File: config.mk
export PLATFORM = sky130hd
export DESIGN_NAME = iatu
export DESIGN_NICKNAME = d
export VERILOG_FILES = /design/src/rtl/iatu_pkg.sv /design/src/rtl/iatu_classify.sv /design/src/rtl/iatu_perm.sv /design/src/rtl/iatu_capture.sv /design/src/rtl/iatu.sv
export SDC_FILE = /design/constraint.sdc
export NUM_CORES = 1
export LEC_CHECK = 0
export ABC_AREA = 1
export CORE_AREA = 2 2 150 152
export CTS_CLUSTER_DIAMETER = 50
export DETAILED_ROUTE_END_ITERATION = 8
export DIE_AREA = 0 0 152 154
export DONT_BUFFER_PORTS = 1
export GPL_TIMING_DRIVEN = 0
export HOLD_SLACK_MARGIN = 0.1
export PLACE_DENSITY = 0.74
export SLEW_MARGIN = 20
export SYNTH_ARGS = -nofsm -noshare
export SYNTH_HDL_FRONTEND = slang
export SYNTH_SLANG_ARGS = --single-unit
File: constraint.sdc
create_clock -name clk -period 5.1 [get_ports clk]
set_clock_uncertainty 0.1 [all_clocks]
set_input_delay 1.02 -clock clk [delete_from_list [all_inputs] [get_ports clk]]
set_output_delay 1.02 -clock clk [all_outputs]
set_load 0.05 [all_outputs]
File: src/rtl/iatu_pkg.sv
package iatu_pkg;
  typedef enum logic [1:0] {
    FLT_NONE = 2'd0,
    FLT_ACV  = 2'd1,
    FLT_MISS = 2'd2
  } fault_e;

  typedef enum logic [1:0] {
    MODE_KERN = 2'd0,
    MODE_EXEC = 2'd1,
    MODE_SUPV = 2'd2,
    MODE_USER = 2'd3
  } mode_e;

  typedef enum logic [2:0] {
    PATH_BYPASS,
    PATH_BADVA,
    PATH_SP_OK,
    PATH_SP_DENY,
    PATH_LOOKUP
  } path_e;

  typedef enum logic [1:0] {
    ST_IDLE,
    ST_DECIDE,
    ST_WAIT,
    ST_RESP
  } state_e;
endpackage

File: src/rtl/iatu_classify.sv
module iatu_classify
  import iatu_pkg::*;
#(
  parameter int VA_W    = 64,
  parameter int VA_IMPL = 43,
  parameter int PA_W    = 44,
  parameter int SP_PA_W = 40
) (
  input  logic [VA_W-1:0] pc,
  input  mode_e           mode,
  input  logic            sp_on,
  output path_e           path,
  output logic [PA_W-1:0] direct_pa
);
  localparam int HI_W = VA_W - VA_IMPL + 1;

  logic canon;
  logic in_window;

  generate
    if (VA_W > VA_IMPL) begin : g_canon
      logic [HI_W-1:0] hi;
      assign hi    = pc[VA_W-1:VA_IMPL-1];
      assign canon = (hi == '0) || (hi == '1);
    end else begin : g_full
      assign canon = 1'b1;
    end
  endgenerate

  assign in_window = (pc[VA_IMPL-1:VA_IMPL-2] == 2'b10);

  always_comb begin
    direct_pa = '0;
    if (pc[0]) begin
      path      = PATH_BYPASS;
      direct_pa = pc[PA_W-1:0] & ~PA_W'(3);
    end else if (!canon) begin
      path = PATH_BADVA;
    end else if (sp_on && in_window) begin
      if (mode == MODE_KERN) begin
        path = PATH_SP_OK;
        direct_pa[SP_PA_W-1:0] = pc[SP_PA_W-1:0];
      end else begin
        path = PATH_SP_DENY;
      end
    end else begin
      path = PATH_LOOKUP;
    end
  end
endmodule

File: src/rtl/iatu_perm.sv
module iatu_perm
  import iatu_pkg::*;
#(
  parameter int PA_W      = 44,
  parameter int PAGE_BITS = 13,
  parameter int NUM_MODES = 4
) (
  input  logic [PA_W-PAGE_BITS-1:0] pfn,
  input  logic [PAGE_BITS-1:0]      pofs,
  input  logic [NUM_MODES-1:0]      xre,
  input  mode_e                     mode,
  input  logic                      hit,
  output fault_e                    fault,
  output logic [PA_W-1:0]           pa,
  output logic                      uncached
);
  logic [PA_W-1:0] full_pa;

  assign full_pa = {pfn, pofs} & ~PA_W'(3);

  always_comb begin
    pa       = '0;
    uncached = 1'b0;
    if (!hit) begin
      fault = FLT_MISS;
    end else if (!xre[mode]) begin
      fault = FLT_ACV;
    end else begin
      fault    = FLT_NONE;
      pa       = full_pa;
      uncached = full_pa[PA_W-1];
    end
  end
endmodule

File: src/rtl/iatu_capture.sv
module iatu_capture #(
  parameter int VA_W  = 64,
  parameter int VPN_W = 30
) (
  input  logic             clk,
  input  logic             rst_n,
  input  logic             load,
  input  logic             misspec,
  input  logic [VA_W-1:0]  pc,
  input  logic [VPN_W-1:0] vpn,
  input  logic [VA_W-1:0]  ptbr,
  output logic [VA_W-1:0]  tag,
  output logic [VA_W-1:0]  fmt
);
  logic [VA_W-1:0] vpn_scaled;

  assign vpn_scaled = {{(VA_W-VPN_W-3){1'b0}}, vpn, 3'b000};

  always_ff @(posedge clk or negedge rst_n) begin
    if (!rst_n) begin
      tag <= '0;
      fmt <= '0;
    end else if (load && !misspec) begin
      tag <= pc;
      fmt <= ptbr | vpn_scaled;
    end
  end

  assert_hold_on_misspec_R9: assert property (@(posedge clk) disable iff (!rst_n)
    (load && misspec) |=> ($stable(tag) && $stable(fmt)));

  assert_tag_load_R8: assert property (@(posedge clk) disable iff (!rst_n)
    (load && !misspec) |=> (tag == $past(pc)));
endmodule

File: src/rtl/iatu.sv
module iatu
  import iatu_pkg::*;
#(
  parameter int VA_W      = 64,
  parameter int VA_IMPL   = 43,
  parameter int PA_W      = 44,
  parameter int PAGE_BITS = 13,
  parameter int SP_PA_W   = 40,
  parameter int NUM_MODES = 4,
  localparam int VPN_W    = VA_IMPL - PAGE_BITS,
  localparam int PFN_W    = PA_W - PAGE_BITS
) (
  input  logic                 clk,
  input  logic                 rst_n,
  input  logic                 req_valid,
  output logic                 req_ready,
  input  logic [VA_W-1:0]      req_pc,
  input  logic [1:0]           req_mode,
  input  logic                 req_misspec,
  input  logic                 sp_enable,
  input  logic [VA_W-1:0]      ptbr,
  output logic                 tlb_req_valid,
  output logic [VPN_W-1:0]     tlb_req_vpn,
  input  logic                 tlb_rsp_valid,
  input  logic                 tlb_rsp_hit,
  input  logic [PFN_W-1:0]     tlb_rsp_pfn,
  input  logic [NUM_MODES-1:0] tlb_rsp_xre,
  output logic                 rsp_valid,
  input  logic                 rsp_ready,
  output logic [PA_W-1:0]      rsp_pa,
  output logic                 rsp_uncached,
  output logic [1:0]           rsp_fault,
  output logic [VA_W-1:0]      cap_tag,
  output logic [VA_W-1:0]      cap_fmt
);
  state_e          state;
  logic [VA_W-1:0] cur_pc;
  mode_e           cur_mode;
  logic            cur_misspec;
  logic [PA_W-1:0] pa_q;
  logic            unc_q;
  fault_e          fault_q;

  path_e           path;
  logic [PA_W-1:0] direct_pa;
  fault_e          perm_fault;
  logic [PA_W-1:0] perm_pa;
  logic            perm_unc;
  fault_e          early_fault;
  logic            cap_load;

  iatu_classify #(
    .VA_W(VA_W), .VA_IMPL(VA_IMPL), .PA_W(PA_W), .SP_PA_W(SP_PA_W)
  ) u_classify (
    .pc(cur_pc), .mode(cur_mode), .sp_on(sp_enable),
    .path(path), .direct_pa(direct_pa)
  );

  iatu_perm #(
    .PA_W(PA_W), .PAGE_BITS(PAGE_BITS), .NUM_MODES(NUM_MODES)
  ) u_perm (
    .pfn(tlb_rsp_pfn), .pofs(cur_pc[PAGE_BITS-1:0]), .xre(tlb_rsp_xre),
    .mode(cur_mode), .hit(tlb_rsp_hit),
    .fault(perm_fault), .pa(perm_pa), .uncached(perm_unc)
  );

  assign early_fault = (path == PATH_BADVA || path == PATH_SP_DENY) ? FLT_ACV : FLT_NONE;

  assign cap_load = (state == ST_DECIDE && early_fault != FLT_NONE) ||
                    (state == ST_WAIT && tlb_rsp_valid && perm_fault != FLT_NONE);

  iatu_capture #(.VA_W(VA_W), .VPN_W(VPN_W)) u_capture (
    .clk(clk), .rst_n(rst_n), .load(cap_load), .misspec(cur_misspec),
    .pc(cur_pc), .vpn(cur_pc[VA_IMPL-1:PAGE_BITS]), .ptbr(ptbr),
    .tag(cap_tag), .fmt(cap_fmt)
  );

  always_ff @(posedge clk or negedge rst_n) begin
    if (!rst_n) begin
      state       <= ST_IDLE;
      cur_pc      <= '0;
      cur_mode    <= MODE_KERN;
      cur_misspec <= 1'b0;
      pa_q        <= '0;
      unc_q       <= 1'b0;
      fault_q     <= FLT_NONE;
    end else begin
      unique case (state)
        ST_IDLE: if (req_valid) begin
          cur_pc      <= req_pc;
          cur_mode    <= mode_e'(req_mode);
          cur_misspec <= req_misspec;
          state       <= ST_DECIDE;
        end
        ST_DECIDE: begin
          if (path == PATH_LOOKUP) begin
            state <= ST_WAIT;
          end else begin
            pa_q    <= direct_pa;
            unc_q   <= (path == PATH_SP_OK) && direct_pa[PA_W-1];
            fault_q <= early_fault;
            state   <= ST_RESP;
          end
        end
        ST_WAIT: if (tlb_rsp_valid) begin
          pa_q    <= perm_pa;
          unc_q   <= perm_unc;
          fault_q <= perm_fault;
          state   <= ST_RESP;
        end
        ST_RESP: if (rsp_ready) state <= ST_IDLE;
        default: state <= ST_IDLE;
      endcase
    end
  end

  assign req_ready     = (state == ST_IDLE);
  assign rsp_valid     = (state == ST_RESP);
  assign rsp_pa        = pa_q;
  assign rsp_uncached  = unc_q;
  assign rsp_fault     = fault_q;
  assign tlb_req_valid = (state == ST_DECIDE) && (path == PATH_LOOKUP);
  assign tlb_req_vpn   = cur_pc[VA_IMPL-1:PAGE_BITS];

  assert_bypass_clean_R1: assert property (@(posedge clk) disable iff (!rst_n)
    (rsp_valid && cur_pc[0]) |-> (rsp_fault == FLT_NONE && !rsp_uncached));

  assert_no_lookup_bypass_R1: assert property (@(posedge clk) disable iff (!rst_n)
    tlb_req_valid |-> !cur_pc[0]);

  assert_rsp_hold_R10: assert property (@(posedge clk) disable iff (!rst_n)
    (rsp_valid && !rsp_ready) |=>
      (rsp_valid && $stable(rsp_pa) && $stable(rsp_fault) && $stable(rsp_uncached)));

  assert_one_inflight_R10: assert property (@(posedge clk) disable iff (!rst_n)
    req_ready |-> !rsp_valid);

  assert_fault_zero_pa_R10: assert property (@(posedge clk) disable iff (!rst_n)
    (rsp_valid && rsp_fault != FLT_NONE) |-> (rsp_pa == '0 && !rsp_uncached));

  assert_miss_only_lookup_R5: assert property (@(posedge clk) disable iff (!rst_n)
    (rsp_valid && rsp_fault == FLT_MISS) |-> !cur_pc[0]);
endmodule

After elaboration in Yosys (flattened, before gate mapping)
Index checks and enable logic that the tools add are counted.

storage, ports and cells
  register bits = 244
  input port bits = 173
  output and inout bits = 208
  logic and storage cells = 76

cells by class
  magnitude comparators = 1
  eq/ne operators = 13
  multiplexer cells = 32
  bitwise gates (word level) = 1
  reductions and logical operators = 20

operators with widths
  kind                                                                    number
  44-bit two-way mux                                                      4
  40-bit two-way mux                                                      4
  44-bit case mux with 2 select lines                                     1
  64-bit by 33-bit bitwise OR with 64-bit output                          1
  22-bit equality test (second input constant)                            1
  22-bit zero test                                                        1
  2-bit two-way mux                                                       6
  1-bit two-way mux                                                       9
  3-bit two-way mux                                                       3
  2-bit case mux with 4 select lines                                      1
  1-bit logical AND                                                       7
  2-bit equality test (second input constant)                             3
  3-bit by 2-bit equality test with 1-bit output (second input constant)  2
  2-bit != test (second input constant)                                   3
  3-bit AND reduction                                                     2
  2-bit nonzero test                                                      3
  2-bit zero test                                                         2
  4-bit two-way mux                                                       1
  2-bit case mux with 2 select lines                                      1
  3-bit by 1-bit equality test with 1-bit output (second input constant)  1
  3-bit equality test (second input constant)                             1
  1-bit logical OR                                                        3
  2-bit by 3-bit < comparator with 1-bit output (second input constant)   1
  1-bit binary-select mux with 2-bit select                               1
  5 further kinds                                                         5

Longest topological paths before layout
  depth after elaboration = 12
  mapped depth = 15

Hierarchy
From an unflattened synthesis, not the netlist that was laid out.

unflattened totals
  cells, all modules = 1,461
  area, all modules = 12,331.8 um2

by module, submodules not included
  module         instances  cells an instance  area each (um2)  sequential area each (um2)
  iatu           1          470                5,348.9          2,902.8
  iatu_capture   1          644                5,300.1          3,203.1
  iatu_classify  1          231                1,151.1          0.0
  iatu_perm      1          116                531.8            0.0

Worst setup path before layout
Ideal clock, no wire load.

  kind = in2out
  start point = input port sp_enable
  end point = output port tlb_req_valid
  arrival time = 1.672 ns
  path slack = 2.308 ns
  stages = 5
  path through = nand3_1 inv_1 nor2_1 nand3_1 inv_1

between the ends
  longest elaborated chain between the ends = 6

RTL lines
  what                 line                 RTL
  from (decl)          iatu.sv:20           input logic sp_enable,
  1-bit logical AND    iatu_classify.sv:39  end else if (sp_on && in_window) begin
  3-bit two-way mux    iatu_classify.sv:39
  3-bit two-way mux    iatu_classify.sv:37  end else if (!canon) begin
  3-bit two-way mux    iatu_classify.sv:34  if (pc[0]) begin
  3-bit equality test  iatu.sv:122          assign tlb_req_valid = (state == ST_DECIDE) && (path == PATH_LOOKUP);
  1-bit logical AND    iatu.sv:122
  to (decl)            iatu.sv:22           output logic tlb_req_valid,

Every way passes these cells.

Worst setup path in the final report
  start point = register cur_pc[42]
  end point = output port tlb_req_valid

between the ends
  longest elaborated chain between the ends = 7
  elaborated cells between the ends (all ways) = 10
  classes of those cells = eq/ne: 3; mux: 3; reduce/logical: 4

RTL lines
  what                                                                          line                 RTL
  from (decl)                                                                   iatu.sv:37           logic [VA_W-1:0] cur_pc;
  from (signal assigned)                                                        iatu.sv:90           cur_pc <= req_pc;
  parallel branches: the longest is 3 deep, another holds 22-bit equality test  -
  3-bit two-way mux *                                                           iatu_classify.sv:37
  3-bit two-way mux *                                                           iatu_classify.sv:34
  3-bit equality test *                                                         iatu.sv:122
  1-bit logical AND *                                                           iatu.sv:122

Mark *: on every way between the ends.

==> results by group <==
Floorplanning
  • Chip width: 152 um
  • Die area: 23410 sq um
  • Number of I/O pins: 381
  • Die H: 154 um
  • Core Area: 21690 sq um
  • Placement Rows: 54
  • Initial core utilization: 0.5006

Worst setup path
  • Arrival time worst endpoint: 2120 ps
  • Crit. End Element: primary output
  • Critical path required time: 3980 ps
  • Reg2Reg Setup Slack: 2360 ps
  • Type of origin of the critical path: flop
  • Crit Path Category: reg -> out
  • Max FO, Critical Path: 7

Layout
  • ANT cells: 0
  • FILL cells: 1947
  • Share of cells above drive strength 1: 0.1364
  • Commonest non-fill, non-tap cell in the layout: nand2_1
  • Area Overhead vs Synth: 12.66%
  • Commonest cells after routing, fill and taps aside: 499 x nand2_1, 243 x dfrtp_1, 131 x nand3_1
  • Fin nets: 1489
  • Final cell count without fillers: 1614

Routing
  • DRT Pass-1 Iters: 8
  • Total routed wirelength: 33.13 mm
  • Starting DRT DRC Count: 761
  • Antenna-violating nets left: 0
  • DRC Markers: 0
  • Via Count: 8856
  • Routed length per placed instance: 20.53 um
  • Drt via density: 5.487

Clock network
  • # Post-CTS Setup Buffers: 0
  • Root Buffer: clkbuf_16
  • H-tree depth: 1
  • Clock latency on the worst-skew pair: 530 ps
  • CTS clk-pin slew, worst paths: 60 ps
  • CTS max path bufs: 3
  • Inserted Clock Buffers: 29
  • CTS sink cnt: 243
  • Resized cells post-CTS: 0
  • CTS tree: yes

Hold path
  • HP Class: in -> async

Logic synthesis
  • Top cells by area, synth: dfrtp_1 56%, nand2_1 17%, nand3_1 6.0%, nor2_1 3.9%, buf_4 2.3%
  • #FFs+latches synth: 243
  • Post-Synth Simple-Gate Area: 0.2935
  • Sequential fraction of the synthesis area: 0.5600
  • Net count after synthesis: 1458
  • Post-synthesis cell area: 10860 sq um
  • Avg Inst Size Synth: 8.476 sq um
  • Synth area leader: dfrtp_1
  • Largest family of logic cells by synthesized area: simple AND/OR/NAND/NOR gates
  • Post-synthesis xor/xnor area fraction: 0
  • Synth Area in Compound Gates: 0.03376
  • Adder-Cell Fraction of Synth Area: 0.004609
  • Synth cell types: 25
  • Yosys warning count: 0
  • Post-synth top area share: 0.5600
  • Multiplexer share of the synthesized area: 0.02282
  • Synth Instances: 1281

Global routing
  • Vias in the first global route: 8859
  • First-pass GRT wire length: 51.16 mm
  • Gr ovfl total: 0
  • Antenna violations before repair: 0
  • Gr usage total: 0.2787
  • Largest net degree at the start of global routing: 244

Status
  • Status: finished clean

Run
  • Number of max-cap violations: 0

STA
  • Pins over their slew limit: 0
  • Setup TNS: 0 ps
  • Final period util: 0.6349
  • Max_slew headroom: 0.4431
  • Final Worst Setup Slack: 1862 ps
  • RSZ-0062 raised after global routing: no
  • Final Hold Vio Count: 0
  • Setup-failing EPs final: 0
  • Pin slew with the least headroom to its limit: 835.4 ps
  • Fmax achieved: 308.8 MHz
  • Min cycle time layout: 3238 ps

Placement
  • Cells after DPL: 1561
  • HPWL after DPL: 23.67 mm
  • Gpl congestion: 0.8704
  • Port bufs: 0
  • Pre-CTS setup slack: 2139 ps
Yosys cell counts:
library cell  number
conb_1             1
inv_1             52
clkbuf_1          21
inv_2              3
mux2_2            22
clkbuf_2           1
buf_12             1
or2_2             30
ha_1               4
nand3_1          131
o21ai_1            1
nor2_1           112
or2_0              1
a21boi_0           1
a221oi_1           1
dfrtp_1          243
buf_1             11
buf_2             15
buf_4             33
nand2_1          499
a21oi_1           47
nand4_1            2
o21ai_0           22
nand2_2            5
buf_6             22
layout make-up:
| cell class | count | area (sq um) | area share |
|---|---|---|---|
| sequential | 243 | 6081 | 0.4971 |
| multi-input combinational | 879 | 3855 | 0.3151 |
| clock buffer | 40 | 847.1 | 0.06924 |
| buffer | 104 | 715.7 | 0.05850 |
| tap | 280 | 350.3 | 0.02864 |
| inverter | 55 | 206.4 | 0.01688 |
| clock inverter | 13 | 177.7 | 0.01452 |
flip-flops by register name (all words and copies together) (netlist names):
register and flops:
cur_misspec 1, cur_mode 2, cur_pc 64, rsp_fault 2, rsp_pa 43, rsp_uncached 1, state 2, u_capture.fmt 64
u_capture.tag 64
cell families (layout without fill, tap and decap cells):
family          Yosys count  in the layout
simple gates            780            780
flops                   243            243
fa+ha+maj                 4              4
compound gates           72             72
buf+inv                 159            212
mux                      22             22
other cells               1              1
worst max-delay path, cell delays in order, from the launching register on:
cell,delay [ps]
dfrtp_1,520
nand2_1,90
nor2_1,120
nand2_1,60
nor2_1,100
nand2_1,70
nand2_2,120
nand3_1,120
inv_1,380
metal layers:
metal  up-vias  global-route usage  share of wire
li1       4039                   -              -
met1      4264              0.3530           0.39
met2       456              0.4575           0.48
met3        97             0.07441          0.093
met4         0              0.1135          0.042
met5         -                   0              0
final timing paths:
path                                endpoint  cells after the start       start
min                                cur_pc[5]                      0       rst_n
max in group asynchronous  u_capture.tag[62]                      0       rst_n
max reg2reg                       cur_pc[42]                      6    state[0]
min reg2reg                 u_capture.tag[8]                      2   cur_pc[8]
max                            tlb_req_valid                      8  cur_pc[42]
min in group clk            u_capture.tag[8]                      2   cur_pc[8]
stage by stage:
| stage | hold slack, ps | util | area [sq um] |
|---|---|---|---|
| finish | 84.48 | 0.5640 | 12230 |
| global route | 59.08 | 0.5640 | 12230 |
| floorplan | 375.6 | - | 10860 |
| detailed placement | 397.0 | 0.5168 | 11210 |
| CTS | 64.48 | 0.5640 | 12230 |
| global placement | 383.6 | 0.5168 | 11210 |
Power is not shown: default switching activity piles up to over one toggle a cycle in this logic, so the estimate is an artifact.
